<file path="config.mk">
export PLATFORM = sky130hd
export DESIGN_NAME = addr_map_dec
export DESIGN_NICKNAME = d
export VERILOG_FILES = /design/src/rtl/adm_pkg.sv /design/src/rtl/adm_chip_pick.sv /design/src/rtl/adm_field_cut.sv /design/src/rtl/addr_map_dec.sv
export SDC_FILE = /design/constraint.sdc
export NUM_CORES = 1
export LEC_CHECK = 0
export ABC_AREA = 1
export BUFFER_PORTS_ARGS = -buffer_cell sky130_fd_sc_hd__buf_2
export CELL_PAD_IN_SITES_DETAIL_PLACEMENT = 1
export CELL_PAD_IN_SITES_GLOBAL_PLACEMENT = 2
export CORE_MARGIN = 2
export CORE_UTILIZATION = 26
export CTS_CLUSTER_SIZE = 14
export DETAILED_ROUTE_END_ITERATION = 6
export MAX_ROUTING_LAYER = met4
export PLACE_DENSITY = 0.92
export SYNTH_ARGS = -nofsm -noshare
export SYNTH_HDL_FRONTEND = slang
export SYNTH_SLANG_ARGS = --single-unit
</file>
<file path="constraint.sdc">
create_clock -name clk -period 0.9 [get_ports clk]
set_clock_uncertainty 0.05 [all_clocks]
set_input_delay 0.045 -clock clk [delete_from_list [all_inputs] [get_ports clk]]
set_output_delay 0.045 -clock clk [all_outputs]
set_load 0.03 [all_outputs]
</file>
<file path="src/rtl/adm_pkg.sv">
package adm_pkg;

    localparam int COL_MIN  = 8;
    localparam int COL_W    = 12;
    localparam int ROW_MIN  = 11;
    localparam int ROW_W    = 16;
    localparam int BANK_W   = 3;
    localparam int CBITS_W  = $clog2(COL_W + 1);
    localparam int RBITS_W  = $clog2(ROW_W + 1);
    localparam int BBITS_W  = $clog2(BANK_W + 1);

    // Column width from its code, codes beyond the top width clamp.
    function automatic logic [CBITS_W-1:0] col_bits(input logic [2:0] code);
        if (int'(code) > COL_W - COL_MIN)
            return CBITS_W'(COL_W);
        return CBITS_W'(COL_MIN + int'(code));
    endfunction

    // Row width from its code, codes beyond the top width clamp.
    function automatic logic [RBITS_W-1:0] row_bits(input logic [2:0] code);
        if (int'(code) > ROW_W - ROW_MIN)
            return RBITS_W'(ROW_W);
        return RBITS_W'(ROW_MIN + int'(code));
    endfunction

    // Bank width: zero code gives one bit less than the widest bank.
    function automatic logic [BBITS_W-1:0] bank_bits(input logic [2:0] code);
        return (code == 3'd0) ? BBITS_W'(BANK_W - 1) : BBITS_W'(BANK_W);
    endfunction

endpackage

</file>
<file path="src/rtl/adm_chip_pick.sv">
module adm_chip_pick #(
    parameter int NCHIP = 4,
    parameter int SEL_W = 8,
    parameter int IDX_W = $clog2(NCHIP)
) (
    input  logic [SEL_W-1:0]       top_bits,
    input  logic [NCHIP*SEL_W-1:0] match_vals,
    input  logic [NCHIP*SEL_W-1:0] mask_vals,
    output logic [IDX_W-1:0]       pick_idx,
    output logic                   pick_none
);

    logic [NCHIP-1:0] hit;

    for (genvar g = 0; g < NCHIP; g++) begin : g_cmp
        assign hit[g] = (((top_bits ^ match_vals[g*SEL_W +: SEL_W])
                          & mask_vals[g*SEL_W +: SEL_W]) == '0);
    end

    // Highest index scanned first so the lowest hit is kept.
    always_comb begin
        pick_idx = '0;
        for (int i = NCHIP - 1; i >= 0; i--) begin
            if (hit[i]) pick_idx = IDX_W'(i);
        end
        pick_none = (hit == '0);
    end

endmodule

</file>
<file path="src/rtl/adm_field_cut.sv">
module adm_field_cut
    import adm_pkg::*;
#(
    parameter int WORD_W = 30
) (
    input  logic [WORD_W-1:0]  word,
    input  logic [CBITS_W-1:0] cbits,
    input  logic [RBITS_W-1:0] rbits,
    input  logic [BBITS_W-1:0] bbits,
    input  logic               bank_high,
    output logic [COL_W-1:0]   col_o,
    output logic [ROW_W-1:0]   row_o,
    output logic [BANK_W-1:0]  bank_o
);

    logic [COL_W-1:0]  cmask;
    logic [ROW_W-1:0]  rmask;
    logic [BANK_W-1:0] bmask;
    logic [WORD_W-1:0] above;

    always_comb begin
        cmask  = ~({COL_W{1'b1}}  << cbits);
        rmask  = ~({ROW_W{1'b1}}  << rbits);
        bmask  = ~({BANK_W{1'b1}} << bbits);
        above  = word >> cbits;
        col_o  = COL_W'(word) & cmask;
        if (bank_high) begin
            row_o  = ROW_W'(above) & rmask;
            bank_o = BANK_W'(above >> rbits) & bmask;
        end else begin
            bank_o = BANK_W'(above) & bmask;
            row_o  = ROW_W'(above >> bbits) & rmask;
        end
    end

endmodule

</file>
<file path="src/rtl/addr_map_dec.sv">
module addr_map_dec
    import adm_pkg::*;
#(
    parameter int ADDR_W   = 32,
    parameter int NCHIP    = 4,
    parameter int SEL_W    = 8,
    parameter int BYTE_OFF = 2,
    parameter bit REG_OUT  = 1'b1,
    localparam int IDX_W   = $clog2(NCHIP),
    localparam int WORD_W  = ADDR_W - BYTE_OFF
) (
    input  logic                   clk,
    input  logic                   rst_n,
    input  logic [ADDR_W-1:0]      addr,
    input  logic [NCHIP*SEL_W-1:0] chip_match,
    input  logic [NCHIP*SEL_W-1:0] chip_mask,
    input  logic [NCHIP-1:0]       chip_order,
    input  logic [2:0]             col_cfg,
    input  logic [2:0]             row_cfg,
    input  logic [2:0]             bank_cfg,
    output logic [IDX_W-1:0]       chip_idx,
    output logic                   nomatch,
    output logic [BANK_W-1:0]      bank,
    output logic [ROW_W-1:0]       row,
    output logic [COL_W-1:0]       col
);

    typedef struct packed {
        logic [IDX_W-1:0]  chip;
        logic              miss;
        logic [BANK_W-1:0] bank;
        logic [ROW_W-1:0]  row;
        logic [COL_W-1:0]  col;
    } dec_t;

    dec_t dec_d, dec_q;

    logic [IDX_W-1:0]   pick_idx;
    logic               pick_none;
    logic [COL_W-1:0]   cut_col;
    logic [ROW_W-1:0]   cut_row;
    logic [BANK_W-1:0]  cut_bank;
    logic [CBITS_W-1:0] cbits;
    logic [RBITS_W-1:0] rbits;
    logic [BBITS_W-1:0] bbits;
    logic [WORD_W-1:0]  word;

    assign cbits = col_bits(col_cfg);
    assign rbits = row_bits(row_cfg);
    assign bbits = bank_bits(bank_cfg);
    assign word  = WORD_W'(addr >> BYTE_OFF);

    adm_chip_pick #(.NCHIP(NCHIP), .SEL_W(SEL_W), .IDX_W(IDX_W)) u_pick (
        .top_bits   (addr[ADDR_W-1 -: SEL_W]),
        .match_vals (chip_match),
        .mask_vals  (chip_mask),
        .pick_idx   (pick_idx),
        .pick_none  (pick_none)
    );

    adm_field_cut #(.WORD_W(WORD_W)) u_cut (
        .word      (word),
        .cbits     (cbits),
        .rbits     (rbits),
        .bbits     (bbits),
        .bank_high (chip_order[pick_idx]),
        .col_o     (cut_col),
        .row_o     (cut_row),
        .bank_o    (cut_bank)
    );

    always_comb begin
        dec_d      = '0;
        dec_d.chip = pick_idx;
        dec_d.miss = pick_none;
        dec_d.bank = cut_bank;
        dec_d.row  = cut_row;
        dec_d.col  = cut_col;
    end

    if (REG_OUT) begin : g_reg
        always_ff @(posedge clk or negedge rst_n) begin
            if (!rst_n) dec_q <= '0;
            else        dec_q <= dec_d;
        end


        reg_stage_chk: assert property (@(posedge clk) disable iff (!rst_n)
            1'b1 |=> (dec_q == $past(dec_d)));
    end else begin : g_comb
        assign dec_q = dec_d;
    end

    assign chip_idx = dec_q.chip;
    assign nomatch  = dec_q.miss;
    assign bank     = dec_q.bank;
    assign row      = dec_q.row;
    assign col      = dec_q.col;


    chip_hit_chk: assert property (@(posedge clk) disable iff (!rst_n)
        !dec_d.miss |-> (((addr[ADDR_W-1 -: SEL_W] ^ chip_match[dec_d.chip*SEL_W +: SEL_W])
                          & chip_mask[dec_d.chip*SEL_W +: SEL_W]) == '0));


    miss_chip0_chk: assert property (@(posedge clk) disable iff (!rst_n)
        dec_d.miss |-> (dec_d.chip == '0));


    col_width_chk: assert property (@(posedge clk) disable iff (!rst_n)
        (dec_d.col >> cbits) == '0);


    row_width_chk: assert property (@(posedge clk) disable iff (!rst_n)
        (dec_d.row >> rbits) == '0);


    bank_width_chk: assert property (@(posedge clk) disable iff (!rst_n)
        (dec_d.bank >> bbits) == '0);

endmodule

</file>
Yosys cells after proc, flatten, opt, wreduce, memory -nomap -nowiden:

Cells that the tools add are included.

* input port bits: 111
* logic and storage cells: 53
* register bits: 34

* shift-type cells: 6
* multiplexer cells: 15
* bitwise operators: 16
* add/sub/neg operators: 2
* reduce and logical (&&, ||, !) cells: 6
* order comparisons: 3

Operators with widths (count)
* 16-bit AND: 2
* 8-bit AND: 4
* 8-bit zero test: 4
* 8-bit XOR: 4
* 30-bit by 2-bit right shift with 16-bit output: 1
* 30-bit by 4-bit right shift with 30-bit output: 1
* 30-bit by 5-bit right shift with 3-bit output: 1
* 16-bit 2-to-1 mux: 1
* 16-bit NOT: 1
* 16-bit by 5-bit << shifter with 16-bit output, first input constant: 1
* 12-bit AND: 1
* 12-bit NOT: 1
* 12-bit by 4-bit << shifter with 12-bit output, first input constant: 1
* 5-bit 2-to-1 mux: 2
* 2-bit 2-to-1 mux: 4
* 4-bit 2-to-1 mux: 2
* 3-bit AND: 2
* 3-bit greater-than comparator, second input constant: 2
* 4-bit by 3-bit adder with 5-bit output, first input constant: 1
* 4-bit by 3-bit adder with 4-bit output, first input constant: 1
* 4-bit zero test: 1
* 1-bit 2-to-1 mux: 4
* 3-bit zero test: 1
* 2-bit by 3-bit less-than comparator with 1-bit output, second input constant: 1
* 4 further kinds: 4

Logic depth before layout (Yosys ltp):

* word-level depth: 10
* depth in mapped cells: 18
* gate-level depth less buffers: 16

Modules after synthesis:

Synthesis repeated with hierarchy kept, for this count alone.

* cell total of the unflattened synthesis: 865
* area total of the unflattened synthesis: 4815.9 um^2

By module, submodules not included
* adm_field_cut: instances 1, cells each 628, area each 3081.7 um^2
* addr_map_dec: instances 1, cells each 72, area each 1037.2 um^2
* adm_chip_pick: instances 1, cells each 165, area each 696.9 um^2

Worst setup path after synthesis:

OpenSTA, ideal clock, no wires.

* kind: input -> register
* from: input port row_cfg[1]
* to: register dec_q (netlist bit bank[1])
* arrival time: 1.493 ns
* data required time: 0.733 ns
* stages on the path: 14
* slack: -0.760 ns
* cell sequence: inv_1 ha_1 inv_1 ha_1 nand2_2 inv_1 buf_6 o21ai_0 nand2_1 nor2_1 a21oi_1 nand3_1 nand3_1 nand2_1

* word-level cells in the longest chain between the ends: 6
* elaborated cells between the ends (all ways): 7
* classes of those cells: 1 x add/sub; 1 x order compare; 1 x shift; 3 x mux; 1 x bitwise

RTL lines
* start: declaration: line addr_map_dec.sv:19 `input logic [2:0] row_cfg,`
* 3-bit greater-than comparator: line adm_pkg.sv:21 `if (int'(code) > ROW_W - ROW_MIN)`
* 1-bit 2-to-1 mux: line adm_pkg.sv:21
* 5-bit 2-to-1 mux *: line adm_pkg.sv:23 `return RBITS_W'(ROW_MIN + int'(code));`
* 30-bit by 5-bit right shift with 3-bit output *: line adm_field_cut.sv:29 `bank_o = BANK_W'(above >> rbits) & bmask;`
* 3-bit AND *: line adm_field_cut.sv:29
* 3-bit 2-to-1 mux *: line adm_field_cut.sv:27 `if (bank_high) begin`
* net cut_bank[1]: line addr_map_dec.sv:42 `logic [BANK_W-1:0] cut_bank;`
* end signal: assignment: line addr_map_dec.sv:83 `if (!rst_n) dec_q <= '0;`
* end signal: assignment: line addr_map_dec.sv:84 `else dec_q <= dec_d;`
* end: declaration: line addr_map_dec.sv:36 `dec_t dec_d, dec_q;`

The timed path passes the listed nets; every way through them passes the cells marked *.

Worst setup path after layout:

* from: input port addr[30]
* to: register dec_q (netlist bit row[1])

* word-level cells in the longest chain between the ends: 10
* elaborated cells between the ends (all ways): 23
* classes of those cells: 2 x shift; 7 x mux; 10 x bitwise; 4 x reduce/logical

RTL lines
* start: declaration: line addr_map_dec.sv:14 `input logic [ADDR_W-1:0] addr,`
* 8-bit XOR: line adm_chip_pick.sv:16 `assign hit[g] = (((top_bits ^ match_vals[g*SEL_W +: SEL_W])`
* 8-bit AND: line adm_chip_pick.sv:17 `& mask_vals[g*SEL_W +: SEL_W]) == '0);`
* 8-bit zero test: line adm_chip_pick.sv:16
* 2-bit 2-to-1 mux (4 in series): line adm_chip_pick.sv:24 `if (hit[i]) pick_idx = IDX_W'(i);`
* 1-bit binary-select mux with 2-bit select: line addr_map_dec.sv:66 `.bank_high (chip_order[pick_idx]),`
* 1-bit 2-to-1 mux (implied by the code): line addr_map_dec.sv:66
* 16-bit 2-to-1 mux *: line adm_field_cut.sv:27
* net cut_row[1]: line addr_map_dec.sv:41 `logic [ROW_W-1:0] cut_row;`

The timed path passes the listed nets; every way through them passes the cells marked *. The select of a mux whose other input is x is not followed.

==> flow_summary.ini <==
[floorplan]
initial_core_util_pct = 26.57
dieArea_um2 = 15790
core_um2 = 14480
ios = 145
row_count = 44
die_h_um = 125.6
die-width_um = 125.6

[sta]
rsz0062_at_grt = yes
slew_headroom_pct = 74.67
finalCriticalPeriod_ns = 1.593
final.setup.worst_slack_ns = -0.6934
hold_violations = 0
tightest_slew_ns = 0.3759
report.final.slew_viol_count = 0
period_share_pct = 177.0
max_clock_freq_mhz = 627.6
setup_viol = 30

[power_and_ir_drop]
peakVddDrop_mv = 0.7242
total_power_mw = 8.784
power.leakage_nw = 3.611
power_density_nw_per_um2 = 1294

[grt]
grt-ovfl-total = 0
grt_first_pass_wirelength_um = 27180
grt_max_degree = 35
use_met3_pct = 1.784
track_usage_pct = 21.64
gr-max-usage-layer = met2
grt_pass1_vias = 5358
antenna_found_initial = 0
grt_use_met2_pct = 37.97
grt_util_met1_pct = 26.50

[final_layout]
syn2layout_area_growth_pct = 76.46
final_nets = 1043
multi_input_area_um2 = 3004
instances_no_fill = 1114
ff_latch_area_um2 = 850.8
n_antenna_cell = 0
layout-drive-gt1-share_pct = 43.44
final_common_cell = nand2_1
fin_util_pct = 46.89
fill_cells = 1894
final_cell_mix = nand2_1 (208), buf_4 (109), nand3_1 (104)

[setup_path]
critPathMaxStageDelay_ns = 0.20
crit_chain = buf_12, buf_2, nand2_1, nand3_2, nand2_2, nor2_4, nand4_4, nand2_4, nand2_8, nand2_4, nand3_4, buf_12, nand2_8, nor2_2, nor2_1
cp.required_ns = 1.05
crit_path_end_kind = flip-flop
cp_max_fo = 6
crit_type = in2reg
cp_data_arrival_time_ns = 1.75
slowest_stage = buf_12
critPathLaunchType = primary input

[placed_design]
place_hpwl_um = 13070
place.gp.congestion = 0.9243
dp.cells = 1073
io_buffers = 142

[clock_tree]
cts_tree = yes
htreeDepth = 2
cts-buffers-inserted = 5
cts_buffer_depth = 2
cts.reportedPaths.clkPinSlew_ns = 0.06
cts_root_buffer = clkbuf_16
cts_sinks = 34

[detailed_routing]
routed_wirelength_um = 18410
wl_per_cell_um = 16.53
antenna_left = 0
vias_per_cell = 4.873
route.detailed.drc = 0
drtPass1Iterations = 5
num_vias = 5428
drtIter0Drc = 306

[worst_hold_path]
hold_path.class = in2reg

[yosys]
netlist_instances = 669
ys_seq_area_share_pct = 22.11
synth.cell_area_um2 = 3847
ys_warn_count = 0
ys_ff_latch = 34
yosys.cell_types.count = 35
synth_fp_nets = 783
syn_area_per_cell_um2 = 5.751

[outcome]
violations = negative setup slack
status = finished, violations left

[job]
drv_cap = 0
## cells by family after synthesis
kind of cell | synth area share [%]
AO/OA/AOI/OAI | 6.732
XOR/XNOR | 0.4554
adder cells (fa/ha/maj) | 0.9757
buffers and inverters | 12.81
flip-flops | 22.11
multiplexers | 0.7805
AND/OR/NAND/NOR | 56.13
## synthesized netlist by cell type
master	count	area, um^2
dfrtp_1	34	850.8
nor2_1	53	198.9
a31oi_1	3	18.77
inv_1	68	255.2
buf_4	1	7.510
nand2_2	16	100.1
nand3_1	117	585.6
nor3_2	1	10.01
mux2i_1	3	30.03
o21ai_0	32	160.2
clkbuf_1	5	18.77
xor2_1	2	17.52
inv_2	6	22.52
o21ai_1	2	10.01
buf_6	9	101.4
ha_1	3	37.54
nand4_4	1	21.27
a21oi_1	10	50.05
nand3b_1	3	22.52
nor2_2	13	81.33
or2_2	3	18.77
nand2_1	236	885.9
nor3_1	2	10.01
nand3_2	5	50.05
nand2_4	3	33.78
nor2_4	2	22.52
or2_1	9	56.30
buf_1	1	3.750
o211ai_1	1	7.510
nand4_1	9	56.30
buf_12	1	20.02
clkinv_1	1	3.750
a31oi_2	1	12.51
or2_0	1	6.260
buf_2	12	60.06
## report_power, final
group	internal (mW)	total (mW)	leakage, nW	switching [mW]
clock network	1.30	2.00	0.0760	0.690
registers	1.76	1.89	0.410	0.129
logic	2.11	4.90	3.12	2.79
## worst max-delay path, delay by kind of cell
family,cells,cell delay [ns]
AND/OR/NAND/NOR,12,1.25
buffers and inverters,3,0.44
## sequential cells by signal, indices dropped and copies added, names as in the netlist
register,cells
bank,3
chip_idx,2
col,12
nomatch,1
row,16
## through the flow
stage | setup slack [ns] | hold slack [ns] | TNS, ns | area, um^2
final | -0.6934 | 0.07203 | -13.20 | 6789
after global routing | -0.7874 | 0.09461 | -15.47 | 6789
after CTS | -0.6656 | 0.06741 | -13.14 | 6162
after detailed placement | -1.048 | -0.02296 | -20.51 | 5479
after global placement | -0.9509 | -0.03221 | -19.07 | 5479
after floorplan | -0.6545 | -0.3006 | -12.03 | 3902
## final cells by class
type / instances / area share (%)
tap: 184 / 3.391
clock inverter: 3 / 0.6635
sequential: 34 / 12.53
clock buffer: 5 / 1.843
inverter: 75 / 4.497
multi-input combinational: 535 / 44.25
timing repair buffer: 278 / 32.82
## repair_timing
action | CTS | global route
endpoints found under the setup margin | 51 | 54
hold buffers | 10 | 0
gates resized for setup | 90 | 141
buffers inserted | 4 | 12
hold endpoints to repair | 43 | 0
pin swaps | 16 | 61
gates cloned | 4 | 3
## final timing paths
| path | cells after the start | slack [ns] | start | endpoint |
|---|---|---|---|---|
| setup / recovery | 15 | -0.69 | addr[30] | row[1] |
| hold / removal | 4 | 0.07 | addr[13] | col[11] |
| max in group asynchronous | 3 | 0.42 | rst_n | col[7] |
| min in group asynchronous | 3 | 0.21 | rst_n | row[1] |
## per-layer routing
metal / part of all wire (%) / vias to the layer above
li1: - / 2655
met1: 42 / 2590
met2: 52 / 154
met3: 4.1 / 29
met4: 1.9 / 0
met5: 0 / -
No activity file was read; power rests on OpenSTA's default activity.
